### config.mk
export PLATFORM = sky130hd
export DESIGN_NAME = spi_shift_engine
export DESIGN_NICKNAME = d
export VERILOG_FILES = /design/src/rtl/spi_shift_pkg.sv /design/src/rtl/spi_shift_ctrl.sv /design/src/rtl/spi_shift_data.sv /design/src/rtl/spi_shift_engine.sv
export SDC_FILE = /design/constraint.sdc
export NUM_CORES = 1
export LEC_CHECK = 0
export ABC_CLOCK_PERIOD_IN_PS = 4100
export BUFFER_PORTS_ARGS = -buffer_cell sky130_fd_sc_hd__buf_2
export CELL_PAD_IN_SITES_DETAIL_PLACEMENT = 0
export CELL_PAD_IN_SITES_GLOBAL_PLACEMENT = 1
export CORE_ASPECT_RATIO = 0.9
export CORE_UTILIZATION = 49
export CTS_BUF_LIST = sky130_fd_sc_hd__clkbuf_4 sky130_fd_sc_hd__clkbuf_8 sky130_fd_sc_hd__clkbuf_16
export CTS_CLUSTER_DIAMETER = 150
export DETAILED_ROUTE_END_ITERATION = 12
export HOLD_SLACK_MARGIN = 0.02
export PLACE_DENSITY = 0.83
export SETUP_SLACK_MARGIN = 0.02
export SLEW_MARGIN = 15
export SYNTH_ARGS = -nofsm -noshare
export SYNTH_HDL_FRONTEND = slang
export SYNTH_HIERARCHICAL = 1
export SYNTH_SLANG_ARGS = --single-unit
### constraint.sdc
create_clock -name clk -period 4.1 [get_ports clk]
set_input_delay 1.23 -clock clk [delete_from_list [all_inputs] [get_ports clk]]
set_output_delay 1.23 -clock clk [all_outputs]
set_load 0.02 [all_outputs]
### src/rtl/spi_shift_pkg.sv
package spi_shift_pkg;

  localparam logic [7:0] OFF_ENABLE = 8'h00;
  localparam logic [7:0] OFF_CLOCK  = 8'h04;
  localparam logic [7:0] OFF_PINS   = 8'h08;
  localparam logic [7:0] OFF_TXDATA = 8'h10;
  localparam logic [7:0] OFF_SHIFT  = 8'h14;
  localparam logic [7:0] OFF_RXDATA = 8'h18;

  // Strobes from the control to the datapath.
  typedef struct packed {
    logic load;    // start accepted: align tx word, clear rx
    logic sample;  // rising SCK edge: capture MISO
    logic shift;   // falling SCK edge with bits left: next MOSI bit
    logic wrTx;    // bus write to the transmit register
  } strobe_t;

endpackage

### src/rtl/spi_shift_ctrl.sv
module spi_shift_ctrl
  import spi_shift_pkg::*;
#(
  parameter int DATA_W    = 32,
  parameter int ADDR_W    = 8,
  parameter int DIV_W     = 6,
  parameter int NUM_CS    = 3,
  parameter int START_BIT = 31,
  parameter int SEL_LSB   = 28,
  parameter int TERM_BIT  = 26,
  parameter int PIN_CS_LSB = 16,
  localparam int CNT_W    = $clog2(DATA_W + 1)
) (
  input  logic              clk,
  input  logic              rstN,
  input  logic [ADDR_W-1:0] busAddr,
  input  logic              busWrite,
  input  logic [DATA_W-1:0] busWdata,
  output logic              enBit,
  output logic [DIV_W-1:0]  divReg,
  output logic [DATA_W-1:0] pinReg,
  output logic [DATA_W-1:0] shiftRead,
  output logic              busy,
  output logic              sckEng,
  output logic [NUM_CS-1:0] csActive,
  output logic [CNT_W-1:0]  loadCount,
  output strobe_t           strb
);

  localparam logic [DATA_W-1:0] PIN_RESET = DATA_W'({NUM_CS{1'b1}}) << PIN_CS_LSB;
  localparam logic [CNT_W-1:0]  FULL_CNT  = CNT_W'(DATA_W);

  logic wrEnable, wrClock, wrPins, wrShift;
  logic startAcc;
  logic [CNT_W-1:0]  rawCount;
  logic [NUM_CS-1:0] selHot;

  logic [NUM_CS-1:0] ctlSel;
  logic              ctlTerm;
  logic [CNT_W-1:0]  ctlCount;
  logic              termReg;
  logic [DIV_W-1:0]  halfLim;
  logic [DIV_W-1:0]  halfCnt;
  logic [CNT_W-1:0]  bitsLeft;
  logic              halfEnd;

  assign wrEnable = busWrite && (busAddr == ADDR_W'(OFF_ENABLE));
  assign wrClock  = busWrite && (busAddr == ADDR_W'(OFF_CLOCK));
  assign wrPins   = busWrite && (busAddr == ADDR_W'(OFF_PINS));
  assign wrShift  = busWrite && (busAddr == ADDR_W'(OFF_SHIFT));

  assign rawCount  = busWdata[CNT_W-1:0];
  assign loadCount = (rawCount > FULL_CNT) ? FULL_CNT : rawCount;

  // Lowest requested chip select wins.
  always_comb begin
    selHot = '0;
    for (int i = NUM_CS - 1; i >= 0; i--) begin
      if (busWdata[SEL_LSB + i]) selHot = NUM_CS'(1) << i;
    end
  end

  assign startAcc = wrShift && !busy && enBit && busWdata[START_BIT] && (rawCount != '0);
  assign halfEnd  = busy && (halfCnt == halfLim);

  always_comb begin
    strb        = '0;
    strb.load   = startAcc;
    strb.sample = halfEnd && !sckEng;
    strb.shift  = halfEnd && sckEng && (bitsLeft > CNT_W'(1));
    strb.wrTx   = busWrite && (busAddr == ADDR_W'(OFF_TXDATA));
  end

  // Register file.
  always_ff @(posedge clk or negedge rstN) begin
    if (!rstN) begin
      enBit    <= 1'b0;
      divReg   <= '0;
      pinReg   <= PIN_RESET;
      ctlSel   <= '0;
      ctlTerm  <= 1'b0;
      ctlCount <= '0;
    end else begin
      if (wrEnable) enBit  <= busWdata[0];
      if (wrClock)  divReg <= busWdata[DIV_W-1:0];
      if (wrPins)   pinReg <= busWdata;
      if (wrShift && !busy) begin
        ctlSel   <= selHot;
        ctlTerm  <= busWdata[TERM_BIT];
        ctlCount <= rawCount;
      end
    end
  end

  // Shift timing and chip-select hold.
  always_ff @(posedge clk or negedge rstN) begin
    if (!rstN) begin
      busy     <= 1'b0;
      sckEng   <= 1'b0;
      halfCnt  <= '0;
      halfLim  <= '0;
      bitsLeft <= '0;
      csActive <= '0;
      termReg  <= 1'b0;
    end else if (startAcc) begin
      busy     <= 1'b1;
      sckEng   <= 1'b0;
      halfCnt  <= '0;
      halfLim  <= divReg;
      bitsLeft <= loadCount;
      csActive <= selHot;
      termReg  <= busWdata[TERM_BIT];
    end else if (busy) begin
      if (halfEnd) begin
        halfCnt <= '0;
        if (!sckEng) begin
          sckEng <= 1'b1;
        end else begin
          sckEng <= 1'b0;
          if (bitsLeft == CNT_W'(1)) begin
            busy <= 1'b0;
            if (termReg) csActive <= '0;
          end else begin
            bitsLeft <= bitsLeft - CNT_W'(1);
          end
        end
      end else begin
        halfCnt <= halfCnt + DIV_W'(1);
      end
    end
  end

  always_comb begin
    shiftRead = '0;
    shiftRead[START_BIT] = busy;
    shiftRead[SEL_LSB +: NUM_CS] = ctlSel;
    shiftRead[TERM_BIT] = ctlTerm;
    shiftRead[CNT_W-1:0] = ctlCount;
  end

  assert_ignore_busy_R9: assert property (@(posedge clk) disable iff (!rstN)
    (busy && wrShift) |=> ($stable(ctlCount) && $stable(ctlSel) && $stable(ctlTerm)));

  assert_cs_onehot_R7: assert property (@(posedge clk) disable iff (!rstN)
    $onehot0(csActive));

  assert_cs_during_shift_R7: assert property (@(posedge clk) disable iff (!rstN)
    busy |-> (csActive != '0));

  assert_sck_idle_R4: assert property (@(posedge clk) disable iff (!rstN)
    !busy |-> !sckEng);

  assert_half_window_R4: assert property (@(posedge clk) disable iff (!rstN)
    busy |-> (halfCnt <= halfLim));

  assert_zero_count_R10: assert property (@(posedge clk) disable iff (!rstN)
    (!busy && wrShift && rawCount == '0) |=> !busy);

  assert_div_latched_R11: assert property (@(posedge clk) disable iff (!rstN)
    (busy && !startAcc) |=> (busy -> $stable(halfLim)));

endmodule

### src/rtl/spi_shift_data.sv
module spi_shift_data
  import spi_shift_pkg::*;
#(
  parameter int DATA_W = 32,
  localparam int CNT_W = $clog2(DATA_W + 1)
) (
  input  logic              clk,
  input  logic              rstN,
  input  strobe_t           strb,
  input  logic [CNT_W-1:0]  loadCount,
  input  logic [DATA_W-1:0] busWdata,
  input  logic              miso,
  output logic [DATA_W-1:0] txData,
  output logic [DATA_W-1:0] rxData,
  output logic              mosiEng
);

  localparam logic [CNT_W-1:0] FULL_CNT = CNT_W'(DATA_W);

  logic [DATA_W-1:0] txShift;

  assign mosiEng = txShift[DATA_W-1];

  always_ff @(posedge clk or negedge rstN) begin
    if (!rstN) begin
      txData  <= '0;
      txShift <= '0;
      rxData  <= '0;
    end else begin
      if (strb.wrTx) txData <= busWdata;
      if (strb.load) begin
        txShift <= txData << (FULL_CNT - loadCount);
        rxData  <= '0;
      end else begin
        if (strb.shift)  txShift <= txShift << 1;
        if (strb.sample) rxData  <= {rxData[DATA_W-2:0], miso};
      end
    end
  end

  assert_mosi_hold_R5: assert property (@(posedge clk) disable iff (!rstN)
    (!strb.load && !strb.shift) |=> $stable(mosiEng));

  assert_rx_clear_R6: assert property (@(posedge clk) disable iff (!rstN)
    strb.load |=> (rxData == '0));

endmodule

### src/rtl/spi_shift_engine.sv
module spi_shift_engine
  import spi_shift_pkg::*;
#(
  parameter int DATA_W     = 32,
  parameter int ADDR_W     = 8,
  parameter int DIV_W      = 6,
  parameter int NUM_CS     = 3,
  parameter int PIN_CS_LSB = 16,
  parameter int PIN_SCK    = 8,
  parameter int PIN_MOSI   = 0
) (
  input  logic              clk,
  input  logic              rstN,
  input  logic [ADDR_W-1:0] busAddr,
  input  logic              busWrite,
  input  logic [DATA_W-1:0] busWdata,
  output logic [DATA_W-1:0] busRdata,
  output logic              sck,
  output logic              mosi,
  input  logic              miso,
  output logic [NUM_CS-1:0] csN
);

  localparam int CNT_W = $clog2(DATA_W + 1);

  logic              enBit, busy, sckEng, mosiEng;
  logic [DIV_W-1:0]  divReg;
  logic [DATA_W-1:0] pinReg, shiftRead, txData, rxData;
  logic [NUM_CS-1:0] csActive;
  logic [CNT_W-1:0]  loadCount;
  strobe_t           strb;

  spi_shift_ctrl #(
    .DATA_W(DATA_W), .ADDR_W(ADDR_W), .DIV_W(DIV_W), .NUM_CS(NUM_CS),
    .PIN_CS_LSB(PIN_CS_LSB)
  ) ctrl (
    .clk(clk), .rstN(rstN), .busAddr(busAddr), .busWrite(busWrite),
    .busWdata(busWdata), .enBit(enBit), .divReg(divReg), .pinReg(pinReg),
    .shiftRead(shiftRead), .busy(busy), .sckEng(sckEng), .csActive(csActive),
    .loadCount(loadCount), .strb(strb)
  );

  spi_shift_data #(.DATA_W(DATA_W)) dpath (
    .clk(clk), .rstN(rstN), .strb(strb), .loadCount(loadCount),
    .busWdata(busWdata), .miso(miso), .txData(txData), .rxData(rxData),
    .mosiEng(mosiEng)
  );

  always_comb begin
    if (enBit) begin
      sck  = sckEng;
      mosi = busy & mosiEng;
      csN  = ~csActive;
    end else begin
      sck  = pinReg[PIN_SCK];
      mosi = pinReg[PIN_MOSI];
      csN  = pinReg[PIN_CS_LSB +: NUM_CS];
    end
  end

  always_comb begin
    case (busAddr)
      ADDR_W'(OFF_ENABLE): busRdata = DATA_W'(enBit);
      ADDR_W'(OFF_CLOCK):  busRdata = DATA_W'(divReg);
      ADDR_W'(OFF_PINS):   busRdata = pinReg;
      ADDR_W'(OFF_TXDATA): busRdata = txData;
      ADDR_W'(OFF_SHIFT):  busRdata = shiftRead;
      ADDR_W'(OFF_RXDATA): busRdata = rxData;
      default:             busRdata = '0;
    endcase
  end

endmodule

==> results of run 1 <==
## power by group through the flow
stage | clock network, mW | registers [mW] | logic, mW
5_1_grt | 1.75 | 1.76 | 0.509
3_3_place_gp | 0 | 1.78 | 0.462
3_5_place_dp | 0 | 1.78 | 0.467
2_1_floorplan | 0 | 1.76 | 0.317
6_report | 1.65 | 1.75 | 0.468
4_1_cts | 1.68 | 1.75 | 0.468
## final timing paths
check / startpoint / end / slack, ps / cells after the start
worst min-delay path: ctrl/ctlCount[1]$_DFFE_PN0N_ / ctrl/ctlCount[1]$_DFFE_PN0N_ / 470 / 2
max in group asynchronous: rstN / ctrl/pinReg[16]$_DFFE_PN1P_ / 2490 / 2
worst max-delay path: busAddr[1] / busRdata[31] / 140 / 5
min in group asynchronous: rstN / ctrl/halfCnt[2]$_DFFE_PN0P_ / 820 / 1
worst min register to register: ctrl/ctlCount[1]$_DFFE_PN0N_ / ctrl/ctlCount[1]$_DFFE_PN0N_ / 470 / 2
worst max register to register: ctrl/busy$_DFF_PN0_ / dpath/txShift[16]$_DFFE_PN0P_ / 1170 / 6
## logic make-up after synthesis
kind of cell | share of synthesized area, %
other | 0.0358
xor gates and xnor gates | 1.42
buffers and inverters | 6.70
and+or+nand+nor | 14.1
DFF | 40.4
AOI/OAI and AO/OA | 11.2
muxes | 25.7
adders and majority gates | 0.478
## metal layers
metal  GRT usage [%]  vias up  part of all wire [%]
met2            39.9      241                    46
met3            5.38       39                   5.5
met1            36.5     4081                    47
met5               0        -                     0
met4            6.09        0                   1.6
li1                -     3660                     -
## state kept, by name, indices dropped and copies added, names as in the netlist, 3 cells and up
register / flops
ctrl/divReg: 6
ctrl/ctlSel: 3
ctrl/halfLim: 6
ctrl/csActive: 3
ctrl/pinReg: 32
dpath/txData: 32
dpath/rxData: 32
ctrl/ctlCount: 6
ctrl/halfCnt: 6
ctrl/bitsLeft: 6
dpath/txShift: 32
## synth_stat cells, types with 13 or more instances
library cell | n | area, µm²
sky130_fd_sc_hd__buf_2 | 18 | 90.1
sky130_fd_sc_hd__a21oi_1 | 23 | 115
sky130_fd_sc_hd__nor2_1 | 82 | 308
sky130_fd_sc_hd__nand2_1 | 80 | 300
sky130_fd_sc_hd__a221o_1 | 25 | 250
sky130_fd_sc_hd__clkbuf_1 | 28 | 105
sky130_fd_sc_hd__mux2i_1 | 87 | 871
sky130_fd_sc_hd__nand3_1 | 13 | 65.1
sky130_fd_sc_hd__inv_1 | 23 | 86.3
sky130_fd_sc_hd__buf_4 | 30 | 225
sky130_fd_sc_hd__o22a_1 | 15 | 131
sky130_fd_sc_hd__o22ai_1 | 13 | 81.3
sky130_fd_sc_hd__dfrtp_1 | 166 | 4150
sky130_fd_sc_hd__mux2_2 | 88 | 991
sky130_fd_sc_hd__buf_6 | 13 | 146
sky130_fd_sc_hd__mux4_2 | 23 | 518
sky130_fd_sc_hd__nor3_1 | 37 | 185
sky130_fd_sc_hd__nor2b_1 | 23 | 144
## worst max-delay path, stage by stage
cell,delay [ps]
sky130_fd_sc_hd__buf_2,130
sky130_fd_sc_hd__or4b_1,670
sky130_fd_sc_hd__nor2_4,310
sky130_fd_sc_hd__a221o_1,220
sky130_fd_sc_hd__buf_2,170
## layout make-up
class	count	area share [%]
Timing Repair Buffer	126	7.51
Multi-Input combinational cell	697	47.8
Clock buffer	17	3.59
Sequential cell	169	35.7
Tap cell	286	3.02
Clock inverter	15	1.63
Inverter	24	0.760
## per-stage QoR
step                      cell area [µm²]  util (%)  total power, mW  worst slack, ps  std cells
after floorplan                     10500         -             2.08             49.0        988
after global placement              11200      53.7             2.24              158       1302
after detailed placement            11200      53.7             2.25              111       1302
after CTS                           11800      56.7             3.90              135       1334
after global routing                11900      56.7             4.02             59.8       1334
final                               11900      56.7             3.88              141       1334
==> flow_summary.yaml, run 1 <==
power_and_ir_drop:
  share_comb_of_total_power_pct: 12.1
  power.switching_fraction_pct: 29.0
  leakagePower_nw: 5.23
  seq_power_share_pct: 45.2
  power_report.internal_total_mw: 2.75
  total_switching_power_mw: 1.13
  clkPwrFrac_pct: 42.7
  power-per-cell-area_nw_per_um2: 327
  worst_ir_drop_vdd_v: 0.000272
timing:
  max_freq_ghz: 0.253
  final.period_utilization_pct: 96.6
  crit_path_time_final_ps: 3960
  tightest_slew_ps: 813
  finalHoldWorstSlack_ps: 468
  final-setup-viol-count: 0
  worst_clock_skew_ps: 14.5
  total_negative_slack_ps: 0
  maxSlewHeadroom_pct: 45.8
  rsz_0062_raised_after_global_routing: "false"
  final-max-slew-violation-count: 0
  hold_violation_count_in_the_final_report: 0
global_route:
  total_congestion_overflow_after_global_routing: 0
  number_of_global_route_vias_before_repair: 7818
  pin_count_of_the_biggest_net_entering_global_routing: 78
  global_route.usage.total_pct: 25.6
  antenna_found_initial: 0
  wire_length_of_the_first_global_routing_pass_mm: 43.7
floorplan:
  placement_rows: 50
  core_region_area_um2: 20900
  number_of_i_o_pins: 81
  die_area_um2: 22000
  floorplan.initialDensity_pct: 50.1
  die_h_um: 141
  die_w_um: 156
finish:
  nNetsFinal: 1083
  final_cell_mix: "sky130_fd_sc_hd__dfrtp_1 (166), sky130_fd_sc_hd__mux2_2 (88), sky130_fd_sc_hd__mux2i_1 (87)"
  drive_above_1_share_pct: 29.0
  multi_input_comb_area_um2: 5660
  num-fill-cells: 1813
  synthToLayoutAreaGrowth_pct: 13.2
  register_area_um2: 4230
  commonest_non_fill_non_tap_cell_in_the_layout: "sky130_fd_sc_hd__dfrtp_1"
  antennaDiodeCount: 0
clock_network:
  clock_tree.buffer_depth: 2
  cts_repair_resize_count: 0
  clock_sinks: 169
  postCtsSetupBuffers: 0
  clock_tree.htree_level_count: 4
  cts_tree: "built"
  cts_hold_buf: 0
  worstSkewPairLatency_ps: 440
  cts_root_buf: "sky130_fd_sc_hd__clkbuf_16"
  tritoncts.num_buffers: 17
  clk_pin_slew_worst_paths_ps: 70
setup_path:
  timing.critical_path.required_ps: 2870
  critical_path_arrival_ps: 2730
  timing_worst_setup_path_type: "in2out"
  worst_setup_path_end_kind: "output port"
  startpoint_type: "input port"
  worst-path-max-fanout: 9
synth:
  mappedNetlistArea_um2: 10500
  yosys_warn_count: 6
  synthesis.area_per_instance_um2: 10.8
  ys_seq_area_share_pct: 40.4
  synth_cells: 968
  synth_flop_type: "sky130_fd_sc_hd__dfrtp_1"
  synth.lib_cells_used.distinct: 77
  synth.ff_latch_count: 169
  synth_edf_count: 0
  async_flop_share_pct: 100
routing:
  route.detailed.drc: 0
  initialDrtViolationCount: 598
  vias_per_cell: 6.01
  wl_mm: 26.7
  dr_total_vias: 8021
  first_pass_iters: 5
  route.antenna.remaining_nets: 0
  wirelength_per_cell_um: 20.0
outcome:
  status: "complete, no violations"
placement:
  dp_hpwl_mm: 18.5
  finalWeightedCongestion: 0.862
  port-buffer-count: 80
job:
  maxCapViolCount: 0
worst_hold_path:
  hold_class: "reg2reg"
(Power assumes the default switching activity.)
==> run 2, diff against run 1 <==
Settings changed: RECOVER_POWER set to 50.
==> run 2 against run 1 <==
The flow now finishes with violations (max-capacitance violations, max-slew violations). Flip-flop and latch count is the same. Non-clock buffer count stayed put. First-iteration DRC count is 5.9% lower. Utilization down 0.34 points. Register-to-register slack lost 100 ps. Clock skew is 0.98 ps lower. Setup slack worse by 3.6 ps. Sequential share of layout area increased by 0.22 points. Clock-buffer cell count did not move. Final cell count unchanged. Largest cell class unchanged. Largest power group unchanged.
==> flow_summary.yaml, run 2 (synthesized netlist as in run 1, its figures left out) <==
placement:
  port-buffer-count: 80
  dpl_cell_area_um2: 11200
  placed_cells_incl_taps: 1302
  finalWeightedCongestion: 0.862
  dp_hpwl_mm: 18.5
power_and_ir_drop:
  leakagePower_nw: 5.19
  power-per-cell-area_nw_per_um2: 328
  share_comb_of_total_power_pct: 12.0
  seq_power_share_pct: 45.3
  power_report.internal_total_mw: 2.75
  worst_ir_drop_vdd_v: 0.000273
  total_switching_power_mw: 1.12
  clkPwrFrac_pct: 42.8
  power.switching_fraction_pct: 29.1
timing:
  total_negative_slack_ps: 0
  rsz_0062_raised_after_global_routing: "false"
  crit_path_time_final_ps: 3960
  final.period_utilization_pct: 96.6
  finalHoldWorstSlack_ps: 468
  max_freq_ghz: 0.252
  worst_clock_skew_ps: 13.5
  hold_violation_count_in_the_final_report: 0
  final-max-slew-violation-count: 78
  final-setup-viol-count: 0
  tightest_slew_ps: 1980
  maxSlewHeadroom_pct: -32.2
clock_network:
  worstSkewPairLatency_ps: 440
  cts_root_buf: "sky130_fd_sc_hd__clkbuf_16"
  cts_tree: "built"
  postCtsSetupBuffers: 0
  clk_pin_slew_worst_paths_ps: 70
  cts_hold_buf: 0
  cts_repair_resize_count: 0
  tritoncts.num_buffers: 17
  clock_tree.buffer_depth: 2
  clock_tree.htree_level_count: 4
  clock_sinks: 169
finish:
  nNetsFinal: 1083
  finalNonFillerCells: 1334
  final_cell_mix: "sky130_fd_sc_hd__dfrtp_1 (166), sky130_fd_sc_hd__mux2_2 (88), sky130_fd_sc_hd__mux2i_1 (87)"
  drive_above_1_share_pct: 27.9
  design_area_um2: 11800
  commonest_non_fill_non_tap_cell_in_the_layout: "sky130_fd_sc_hd__dfrtp_1"
  synthToLayoutAreaGrowth_pct: 12.5
  antennaDiodeCount: 0
routing:
  wirelength_per_cell_um: 20.0
  vias_per_cell: 6.03
  wl_mm: 26.7
  initialDrtViolationCount: 563
  route.antenna.remaining_nets: 0
  route.detailed.drc: 0
  dr_total_vias: 8041
  first_pass_iters: 5
setup_path:
  worst_path_dominant_cell_family: "buffers and inverters"
  regToRegSetupSlack_ps: 1070
  critPathMaxStageDelay_ps: 460
  highest_delay_cell_along_the_critical_path: "sky130_fd_sc_hd__nor4_1"
  critical_path_arrival_ps: 2730
  critical_path.most_common_cell: "sky130_fd_sc_hd__buf_2"
  worst_setup_path_end_kind: "output port"
  startpoint_type: "input port"
  worst-path-max-fanout: 28
  cp_num_buf_inv: 4
  timing.critical_path.required_ps: 2870
  timing.critical_path.cells: "buf_2 -> buf_4 -> buf_12 -> nor4_1 -> nand3_1 -> a21oi_1 -> buf_2"
  timing_worst_setup_path_type: "in2out"
global_route:
  global_route.usage.total_pct: 25.6
  busiest_layer: "met2"
  grt.met2_usage_pct: 39.9
  number_of_global_route_vias_before_repair: 7818
  antenna_found_initial: 0
  grt_use_met3_pct: 5.38
  wire_length_of_the_first_global_routing_pass_mm: 43.7
  grt.met1_usage_pct: 36.5
  pin_count_of_the_biggest_net_entering_global_routing: 78
  total_congestion_overflow_after_global_routing: 0
floorplan:
  placement_rows: 50
  die_h_um: 141
  die_area_um2: 22000
  die_w_um: 156
  core_region_area_um2: 20900
  floorplan.initialDensity_pct: 50.1
  number_of_i_o_pins: 81
worst_hold_path:
  hold_class: "reg2reg"
job:
  maxCapViolCount: 1
outcome:
  status: "complete, but fails checks"
  failed_checks: "max-capacitance violations, max-slew violations"
## run 2: changes by cell type in the layout (fill, tap and decap cells not counted), moves of 2 or more
| cell | before | now |
|---|---|---|
| sky130_fd_sc_hd__buf_4 | 35 | 30 |
| sky130_fd_sc_hd__clkbuf_2 | 0 | 2 |
| sky130_fd_sc_hd__buf_2 | 79 | 77 |
| sky130_fd_sc_hd__clkbuf_1 | 0 | 7 |
| sky130_fd_sc_hd__o21ai_0 | 6 | 8 |
| sky130_fd_sc_hd__o21ai_1 | 4 | 2 |
## run 2: layer usage
metal / wire length, µm / vias to the layer above
met3: 1540 / 35
met5: 0 / -
met1: 12400 / 4084
met2: 12400 / 247
li1: - / 3675
met4: 418 / 0
## run 2: worst min-delay path: cells and delay by family (launching register included)
kind	cells	cell delay [ps]
DFF	1	340
and+or+nand+nor	2	100
## run 2: stage by stage
step | utilization, % | setup slack, ps | total power, mW
after floorplan | - | 49.0 | 2.08
after global placement | 53.7 | 158 | 2.24
after detailed placement | 53.7 | 111 | 2.25
after CTS | 56.7 | 135 | 3.90
after global routing | 56.4 | 51.8 | 4.01
final | 56.4 | 138 | 3.87
## run 2: final timing paths
| path | endpoint | from | cells after the start |
|---|---|---|---|
| hold / removal | ctrl/ctlCount[1]$_DFFE_PN0N_ | ctrl/ctlCount[1]$_DFFE_PN0N_ | 2 |
| setup reg to reg | ctrl/csActive[0]$_DFFE_PN0P_ | ctrl/busy$_DFF_PN0_ | 5 |
| hold reg to reg | ctrl/ctlCount[1]$_DFFE_PN0N_ | ctrl/ctlCount[1]$_DFFE_PN0N_ | 2 |
| setup / recovery | busRdata[1] | busAddr[3] | 7 |
| max in group asynchronous | dpath/rxData[19]$_DFFE_PN0P_ | rstN | 2 |
| min in group asynchronous | ctrl/halfCnt[2]$_DFFE_PN0P_ | rstN | 1 |
## run 2: power by group through the flow
| stage | logic [mW] | registers [mW] | clock network (mW) |
|---|---|---|---|
| floorplan | 0.317 | 1.76 | 0 |
| global placement | 0.462 | 1.78 | 0 |
| CTS | 0.468 | 1.75 | 1.68 |
| detailed placement | 0.467 | 1.78 | 0 |
| global route | 0.503 | 1.76 | 1.75 |
| finish | 0.462 | 1.75 | 1.65 |
## run 2: area by class of cell
class | instances | area (µm²)
clock inverter | 15 | 193
fill | 1830 | 9110
inverter | 24 | 90.1
timing repair buffer | 126 | 847
multi-input combinational | 697 | 5630
sequential | 169 | 4230
clock buffer | 17 | 425
tap | 286 | 358
==> run 3, diff against run 2 <==
Settings changed: ABC_CLOCK_PERIOD_IN_PS 4100 to 3470, CORE_UTILIZATION 49 to 44, PLACE_DENSITY 0.83 to 0.79, SLEW_MARGIN 15 to not set.
Clock period 4.1 ns to 3.47 ns, I/O delays scaled along.
==> run 3 against run 2 <==
The flow finishes with violations (max-capacitance violations, max-slew violations, negative setup slack). Clock-buffer cell count up 1. Setup slack lost 220 ps. Clock skew is 7.1 ps higher. Die area rose by 11%. Combinational power grew 33%. Via count is 1.1% higher. Register-to-register slack got worse by 260 ps. Critical path depth is the same. First-iteration DRC count increased by 2.3%. Non-clock buffer count up 58. Utilization decreased by 2.6 points. Worst hold slack gained 13 ps. Critical endpoint is now busRdata[22]. Largest cell class unchanged.
==> flow_summary.yaml, run 3 (synthesized netlist as in run 1, its figures left out) <==
outcome:
  status: "complete, but fails checks"
  failed_checks: "max-capacitance violations, max-slew violations, negative setup slack"
floorplan:
  die_h_um: 148
  core_region_area_um2: 23300
  number_of_i_o_pins: 81
  floorplan.initialDensity_pct: 44.9
  placement_rows: 53
  die_area_um2: 24400
  die_w_um: 165
setup_path:
  critPathMaxStageDelay_ps: 580
  cp_num_buf_inv: 4
  timing.rr.start: "ctrl/busy$_DFF_PN0_"
  timing.critical_path.cells: "buf_6 -> or4b_4 -> nor3_4 -> buf_4 -> clkbuf_16 -> a221o_1 -> buf_6"
  worst_path_dominant_cell_family: "simple AND/OR/NAND/NOR gates"
  crit-reg2reg-capture: "dpath/txShift[9]$_DFFE_PN0P_"
  regToRegSetupSlack_ps: 810
  critical_path_arrival_ps: 2510
  timing_worst_setup_path_type: "in2out"
  timing.critical_path.required_ps: 2430
  startpoint_type: "input port"
  critical_path.most_common_cell: "sky130_fd_sc_hd__buf_6"
  worst-path-max-fanout: 12
  rr_worst_depth: 7
  worst_setup_path_end_kind: "output port"
  highest_delay_cell_along_the_critical_path: "sky130_fd_sc_hd__or4b_4"
timing:
  rsz_0062_raised_after_global_routing: "true"
  worst_clock_skew_ps: 20.6
  max_freq_ghz: 0.282
  crit_path_time_final_ps: 3550
  hold_violation_count_in_the_final_report: 0
  final.period_utilization_pct: 102
  finalHoldWorstSlack_ps: 481
  final-max-slew-violation-count: 63
  total_negative_slack_ps: -1410
  final-setup-viol-count: 26
  tightest_slew_ps: 1630
  final_worst_setup_slack_ps: -81.2
  maxSlewHeadroom_pct: -8.62
finish:
  commonest_non_fill_non_tap_cell_in_the_layout: "sky130_fd_sc_hd__dfrtp_1"
  finalNonFillerCells: 1408
  antennaDiodeCount: 0
  post-route-util_pct: 53.7
  design_area_um2: 12500
  final_cell_mix: "sky130_fd_sc_hd__dfrtp_1 (166), sky130_fd_sc_hd__buf_4 (99), sky130_fd_sc_hd__mux2i_1 (87)"
  drive_above_1_share_pct: 34.3
  nNetsFinal: 1141
  synthToLayoutAreaGrowth_pct: 19.8
global_route:
  pin_count_of_the_biggest_net_entering_global_routing: 63
  grt_use_met3_pct: 3.49
  wire_length_of_the_first_global_routing_pass_mm: 45.6
  grt.met2_usage_pct: 36.6
  global_route.usage.total_pct: 24.5
  busiest_layer: "met2"
  antenna_found_initial: 0
  grt.met1_usage_pct: 36.5
  number_of_global_route_vias_before_repair: 7905
  total_congestion_overflow_after_global_routing: 0
clock_network:
  clock_tree.htree_level_count: 4
  clk_pin_slew_worst_paths_ps: 70
  cts_tree: "built"
  tritoncts.num_buffers: 17
  cts_root_buf: "sky130_fd_sc_hd__clkbuf_16"
  clock_tree.buffer_depth: 2
  clock_sinks: 169
  worstSkewPairLatency_ps: 450
worst_hold_path:
  hold_class: "reg2reg"
  hold_path_startpoint: "ctrl/termReg$_DFFE_PN0P_"
  worstHoldPathCells: 2
  hold_path_end: "ctrl/termReg$_DFFE_PN0P_"
placement:
  place_worst_setup_slack_ps: -279
  dp_hpwl_mm: 20.1
  placed_cells_incl_taps: 1372
  port-buffer-count: 80
  finalWeightedCongestion: 0.859
  dpl_cell_area_um2: 11700
routing:
  route.detailed.drc: 0
  dr_total_vias: 8132
  route.antenna.remaining_nets: 0
  wirelength_per_cell_um: 20.3
  initialDrtViolationCount: 576
  first_pass_iters: 5
  vias_per_cell: 5.78
  wl_mm: 28.5
job:
  maxCapViolCount: 1
power_and_ir_drop:
  power-per-cell-area_nw_per_um2: 371
  leakagePower_nw: 5.53
  total_power_mw: 4.65
  worst_ir_drop_vdd_v: 0.000316
## run 3: report_power, final
group          switching, mW  total, mW  internal (mW)
clock                  0.964       1.96          0.997
sequential            0.0580       2.07           2.02
combinational          0.325      0.614          0.289
total                   1.35       4.65           3.30
## run 3: cell type report
type,instances,area [µm²]
Clock buffer,18,439
Sequential cell,169,4230
Fill cell,2058,10800
Tap cell,302,378
Inverter,24,97.6
Multi-Input combinational cell,697,5770
Clock inverter,14,171
Timing Repair Buffer,184,1450
## run 3: what timing repair did
item	CTS	global route
endpoints found under the setup margin	32	30
hold buffers	0	0
resized for setup	47	22
pin swaps	2	9
buffers inserted	1	2
gates cloned	0	1
## run 3: worst max-delay path by stage
stage	from	endpoint	slack [ps]	cells after the start
2_1_floorplan	busWdata[5]	dpath/txShift[21]$_DFFE_PN0P_	-30	13
3_3_place_gp	busAddr[5]	busRdata[31]	-290	6
3_5_place_dp	busAddr[5]	busRdata[31]	-280	6
5_1_grt	busAddr[1]	busRdata[23]	-100	7
4_1_cts	busAddr[5]	busRdata[31]	-80	6
6_report	busAddr[1]	busRdata[22]	-80	7
## run 3: worst min-delay path, delay by kind of cell, from the launching register on
family	cells	cell delay [ps]
flops	1	340
simple gates	2	100
## run 3: per-layer routing
layer	vias up	part of all wire, %
met2	270	46
met1	4064	46
met3	39	5.5
met4	0	2.2
met5	-	0
li1	3759	-
